$ cat src/rtl/capture_timer.sv
module capture_timer #(
  parameter int CNT_W  = 32,
  parameter int NUM_CAP = 4,
  parameter int ADDR_W = 3
) (
  input  logic               clk,
  input  logic               rst,
  input  logic [NUM_CAP-1:0] cap_in,
  input  logic [ADDR_W-1:0]  bus_addr,
  input  logic               bus_wr,
  input  logic               bus_rd,
  input  logic [CNT_W-1:0]   bus_wdata,
  output logic [CNT_W-1:0]   bus_rdata
);
  localparam int NFLAG   = NUM_CAP + 1;
  localparam int OVF_BIT = NUM_CAP;
  localparam logic [ADDR_W-1:0] A_CNT  = ADDR_W'(0);
  localparam logic [ADDR_W-1:0] A_STAT = ADDR_W'(1);
  localparam int CAP_BASE = 2;

  logic [CNT_W-1:0]   cnt;
  logic [CNT_W-1:0]   cap_q [NUM_CAP];
  logic [NUM_CAP-1:0] sync1, sync2, prev;
  logic [NFLAG-1:0]   flags, armed, set_ev, clr_hit;
  logic               cnt_wr, st_wr, st_rd, ovf_ev;
  logic [NUM_CAP-1:0] rise;

  assign cnt_wr  = bus_wr && (bus_addr == A_CNT);
  assign st_wr   = bus_wr && (bus_addr == A_STAT);
  assign st_rd   = bus_rd && (bus_addr == A_STAT);
  assign ovf_ev  = !cnt_wr && (cnt == '1);
  assign rise    = sync2 & ~prev;
  assign set_ev  = {ovf_ev, rise};
  assign clr_hit = {NFLAG{st_wr}} & ~bus_wdata[NFLAG-1:0] & armed;

  always_ff @(posedge clk) begin
    if (rst) begin
      cnt   <= '0;
      sync1 <= '0;
      sync2 <= '0;
      prev  <= '0;
    end else begin
      cnt   <= cnt_wr ? bus_wdata : cnt + CNT_W'(1);
      sync1 <= cap_in;
      sync2 <= sync1;
      prev  <= sync2;
    end
  end

  for (genvar i = 0; i < NUM_CAP; i++) begin : g_cap
    always_ff @(posedge clk) begin
      if (rst)
        cap_q[i] <= '0;
      else if (rise[i])
        cap_q[i] <= cnt;
      else if (bus_wr && bus_addr == ADDR_W'(CAP_BASE + i))
        cap_q[i] <= bus_wdata;
    end


    capture_load_chk: assert property (@(posedge clk) disable iff (rst)
      rise[i] |=> flags[i] && cap_q[i] == $past(cnt));
  end

  for (genvar f = 0; f < NFLAG; f++) begin : g_flag
    always_ff @(posedge clk) begin
      if (rst) begin
        flags[f] <= 1'b0;
        armed[f] <= 1'b0;
      end else if (set_ev[f]) begin
        flags[f] <= 1'b1;
        armed[f] <= 1'b0;
      end else if (clr_hit[f]) begin
        flags[f] <= 1'b0;
        armed[f] <= 1'b0;
      end else if (st_rd && flags[f]) begin
        armed[f] <= 1'b1;
      end
    end


    unarmed_hold_chk: assert property (@(posedge clk) disable iff (rst)
      flags[f] && !armed[f] |=> flags[f]);


    set_beats_clear_chk: assert property (@(posedge clk) disable iff (rst)
      set_ev[f] && st_wr && !bus_wdata[f] |=> flags[f] && !armed[f]);
  end

  always_comb begin
    bus_rdata = '0;
    if (bus_addr == A_CNT)  bus_rdata = cnt;
    if (bus_addr == A_STAT) bus_rdata = {{(CNT_W-NFLAG){1'b0}}, flags};
    for (int i = 0; i < NUM_CAP; i++)
      if (bus_addr == ADDR_W'(CAP_BASE + i)) bus_rdata = cap_q[i];
  end


  count_step_chk: assert property (@(posedge clk) disable iff (rst)
    !cnt_wr |=> cnt == $past(cnt) + CNT_W'(1));


  wrap_flag_chk: assert property (@(posedge clk) disable iff (rst)
    cnt == '1 && !cnt_wr |=> flags[OVF_BIT] && cnt == '0);
endmodule

$ cat config.mk
export PLATFORM = sky130hd
export DESIGN_NAME = capture_timer
export DESIGN_NICKNAME = d
export VERILOG_FILES = /design/src/rtl/capture_timer.sv
export SDC_FILE = /design/constraint.sdc
export NUM_CORES = 1
export LEC_CHECK = 0
export ABC_AREA = 0
export BUFFER_PORTS_ARGS = -buffer_cell sky130_fd_sc_hd__buf_2
export CORE_AREA = 2 2 124 126
export CTS_CLUSTER_DIAMETER = 120
export DETAILED_ROUTE_END_ITERATION = 10
export DIE_AREA = 0 0 126 128
export HOLD_SLACK_MARGIN = 0.08
export PLACE_DENSITY = 0.82
export SLEW_MARGIN = 5
export SYNTH_ARGS = -nofsm -noshare
export SYNTH_HDL_FRONTEND = slang
export SYNTH_SLANG_ARGS = --single-unit
export TNS_END_PERCENT = 30
$ cat constraint.sdc
create_clock -name clk -period 3.8 [get_ports clk]
set_clock_uncertainty 0.1 [all_clocks]
set_input_delay 0.19 -clock clk [delete_from_list [all_inputs] [get_ports clk]]
set_output_delay 0.19 -clock clk [all_outputs]
set_load 0.05 [all_outputs]
After elaboration in Yosys (flattened, before gate mapping)
Memories as Yosys holds them, arrays and structs flattened. Cells that the tools add are included.

Register bits after elaboration: 54. Memory bits (writable): 128. Input bits: 43. Memories: 1.

Add/subtract/negate cells: 1. Equality and inequality tests: 6. Multiplexer cells: 55. Bitwise operators: 13. Reductions and logical operators: 25.

Memories: cap_q (words 4, width 32, rd ports 4, clocked after memory_dff 0, wr ports 4, RTL line 22) `logic [CNT_W-1:0] cap_q [NUM_CAP];`.

Operators with widths (count): $mux W32 (15); $mux W1 (40); $add A32 B1 Y32 const B (1); $eq A32 B32 Y1 const B (1); $reduce_or A3 Y1 (5); $logic_and A1 B1 Y1 (13); $and A5 B5 Y5 (2); $reduce_bool A2 Y1 (5); $or A1 B1 Y1 (8); $eq A3 B2 Y1 const B (2); $eq A3 B3 Y1 const B (2); $not A5 Y5 (1); $and A4 B4 Y4 (1); $not A4 Y4 (1); $eq A3 B1 Y1 const B (1); $logic_not A3 Y1 (1); $logic_not A1 Y1 (1).

Depth between registers and ports, before layout
Depth in word-level cells: 7. Gate-level depth with buffers: 7. Gate-level depth less buffers: 5.

Worst setup path before layout
No wires, ideal clock.

Path type: input port to flip-flop. Start point: input port rst. End point: memory cap_q[2][0], enable pin. Setup time: 0.394 ns. Data arrival time: 2.046 ns. Data required time: 3.306 ns. Setup slack: 1.260 ns. Stages: 6. Path buffers: 3. Cells stage by stage: clkbuf_1 a21oi_1 and4b_1 clkbuf_1 clkbuf_1 nand2b_1.

RTL lines: start: declaration (RTL line 7) `input logic rst,`; end: declaration (RTL line 22).

Final worst setup path
Start point: input port bus_addr[1]. End point: output port bus_rdata[16].

Longest elaborated chain between the ends: 7. Elaborated cells between the ends (all ways): 12. Classes of those cells: 5 x eq/ne; 6 x mux; 1 x reduce/logical.

Ends and longest elaborated chain: start: declaration (RTL line 9) `input logic [ADDR_W-1:0] bus_addr,`; $logic_not A3 Y1 (RTL line 92) `if (bus_addr == A_CNT) bus_rdata = cnt;`; $mux W32 (RTL line 92); $mux W32 (RTL line 93) `if (bus_addr == A_STAT) bus_rdata = {{(CNT_W-NFLAG){1'b0}}, flags};`; $mux W32 (3 in series) (RTL line 95) `if (bus_addr == ADDR_W'(CAP_BASE + i)) bus_rdata = cap_q[i];`; $mux W32 * (RTL line 95); end: declaration (RTL line 13) `output logic [CNT_W-1:0] bus_rdata`.

Every way passes the cells marked *; elsewhere a longest branch is shown, timed or not.

==> flow_metrics.env <==
export IMPL_relSlewSlack_pct=14.0
export IMPL_yosysTopAreaCellShare_pct=41.5
export IMPL_rrSetupSlack_ns=1.12
export IMPL_worst_setup_path_start_kind="primary input"
export IMPL_hold_buffers=36
export IMPL_cp_max_fo=22
export IMPL_wl_um=25100
export IMPL_die_w_um=126
export IMPL_clock_sinks=182
export IMPL_crit_slowest_cell="and2_1"
export IMPL_drt_pass1_iter_count=5
export IMPL_path_buf_inv=3
export IMPL_io_pins=75
export IMPL_grtUsageTotal_pct=31.3
export IMPL_synth_xor_area_share_pct=1.04
export IMPL_grt_max_degree=40
export IMPL_drt_iter0_markers=813
export IMPL_hp_class="in2reg"
export IMPL_avgSynthCellArea_um2=11.0
export IMPL_syn_to_final_growth_pct=14.1
export IMPL_portBuffers=74
export IMPL_ys_flop_type="edfxtp_1"
export IMPL_async_reset_ff_share_pct=0
export IMPL_cp_required_ns=3.51
export IMPL_synth_warnings=0
export IMPL_synth_top_family_by_area="compound AO/OA/AOI/OAI gates"
export IMPL_antenna_found_initial=0
export IMPL_final_setup_worst_slack_ns=1.08
export IMPL_cts_max_path_buffers=2
export IMPL_yosys_area_top_type="edfxtp_1"
export IMPL_mostFrequentLayoutCells="a22o_1, edfxtp_1, buf_2, mux2i_1, dfxtp_1"
export IMPL_crit_chain="buf_2, and2_1, buf_4, a21oi_1, o22ai_1, buf_2"
export IMPL_hold_violations=0
export IMPL_worstMarginPinSlew_ns=1.28
export IMPL_p_leak_uw=0.00405
export IMPL_via_per_inst=6.99
export IMPL_yosys_area_share_simple_pct=12.2
export IMPL_die_area_um2=16100
export IMPL_synth_adder_area_share_pct=0.135
export IMPL_cts_buffers=17
export IMPL_final_nets=935
export IMPL_synth_cell_area_um2=9260
export IMPL_rsz0062_at_grt="no"
export IMPL_routed_via_count=7636
export IMPL_clk_latency_ns=0.43
export IMPL_drive_above_1_share_pct=14.7
export IMPL_cp_data_arrival_time_ns=2.43
export IMPL_synth_compound_area_share_pct=21.4
export IMPL_ys_seq_area_share_pct=53.2
export IMPL_endpoint_kind="output port"
export IMPL_p_total_uw=4630
export IMPL_post_cts_buffers=0
export IMPL_cts_resized_gates=0
export IMPL_drv_cap=0
export IMPL_status="finished, final reports clean"
export IMPL_tns_ns=0
export IMPL_die_h_um=128
export IMPL_synth_cells=845
export IMPL_worstSetupPathType="in2out"
export IMPL_synth_enable_flop_cells=128
export IMPL_grt_pass1_vias=7566
export IMPL_ys_ff_latch=182
export IMPL_fillers=1029
export IMPL_antenna_cells=0
export IMPL_globalRouteOverflowTotal=0
export IMPL_gp_congestion=0.888
export IMPL_syn_nets=889
export IMPL_synth_mux_area_share_pct=6.92
export IMPL_cts_tree="done"
export IMPL_wl_per_cell_um=23.0
export IMPL_drc=0
export IMPL_core_um2=14900
export IMPL_cts_root_buffer="clkbuf_16"
export IMPL_maxSlewViolCount=0
export IMPL_ir_drop_mv=0.310
export IMPL_critPathMaxStageDelay_ns=0.69
export IMPL_critPathTopFamily="buffers and inverters"
export IMPL_num_rows=45
export IMPL_finalSetupViolations=0
export IMPL_yosys_top_cells_area="edfxtp_1, a22o_1, dfxtp_1"
export IMPL_pwr_density_cell_nw_per_um2=439
export IMPL_timing_final_crit_period_ns=2.72
export IMPL_start_util_pct=62.3
export IMPL_place_ws_ns=0.889
export IMPL_cts_clk_slew_worst_paths_ns=0.06
export IMPL_cpMostUsedCell="buf_2"
export IMPL_dp_hpwl_um=15200
export IMPL_whs_ns=0.182
export IMPL_h_tree_depth=4
export IMPL_ant_nets=0
export IMPL_ys_types=53
export IMPL_grt_pass1_wl_um=39200
export IMPL_fmax_ghz=0.368
export IMPL_period_share_pct=71.5
## per-layer routing
layer / track usage [%] / vias up / share of wire (%)
met3: 5.63 / 96 / 9.6
met1: 40.8 / 3683 / 39
li1: - / 3356 / -
met4: 16.3 / 0 / 3.7
met2: 50.6 / 501 / 48
met5: 0 / - / 0
## tightest hold or removal path, stage by stage
cell and delay, ns:
buf_2 0.15, nor4b_2 0.19, nand2_1 0.07, a21oi_1 0.06
## area by class of cell
| type | count | area, um^2 | share of cell area (%) |
|---|---|---|---|
| sequential | 182 | 4920 | 46.6 |
| multi-input combinational | 550 | 3860 | 36.6 |
| timing repair buffer | 132 | 911 | 8.63 |
| clock buffer | 22 | 464 | 4.40 |
| tap | 188 | 235 | 2.23 |
| clock inverter | 10 | 128 | 1.21 |
| inverter | 8 | 30.0 | 0.284 |
## Yosys cell counts (7+ instances only)
master	count
inv_1	8
o21ai_0	30
and2_1	10
o22ai_1	27
nor2_1	46
nor3_1	13
or4_1	7
nand3_1	25
and3_1	12
buf_2	15
xnor2_1	7
dfxtp_1	54
edfxtp_1	128
nor2b_1	14
and4_1	10
nand4_1	10
nand2_1	29
clkbuf_1	75
a22o_1	128
a211oi_1	8
or3_1	9
a21oi_1	45
mux2i_1	64
## registers in the layout, indices dropped and copies added, names as in the netlist
signal and flops:
cap_q 128, cnt 32, armed 5, flags 5
prev 4, sync1 4, sync2 4
## metrics by stage
stage	cell area [um^2]	util, %	instances
2_1_floorplan	9260	-	845
3_3_place_gp	9610	64.6	1024
3_5_place_dp	9610	64.6	1024
4_1_cts	10600	71.0	1092
5_1_grt	10600	71.0	1092
6_report	10600	71.0	1092
## worst paths after layout
kind              depth (start not counted)   startpoint             to
hold / removal                            4       bus_wr         cnt[1]
setup reg to reg                          5       cnt[1]        cnt[26]
hold reg to reg                           1     sync1[3]       sync2[3]
setup / recovery                          6  bus_addr[1]  bus_rdata[16]
## cells by family after synthesis
kind of cell,after synthesis
AO/OA/AOI/OAI,269
buffers and inverters,113
XOR/XNOR,11
multiplexers,64
adder cells (fa/ha/maj),1
flip-flops,182
AND/OR/NAND/NOR,205
## power breakdown
part           total, uW  switching [uW]  internal (uW)
Combinational        517             344            173
Clock               1800             737           1060
Sequential          2310            80.8           2230
Total               4630            1160           3470
Power figures use the tool's default switching activity.
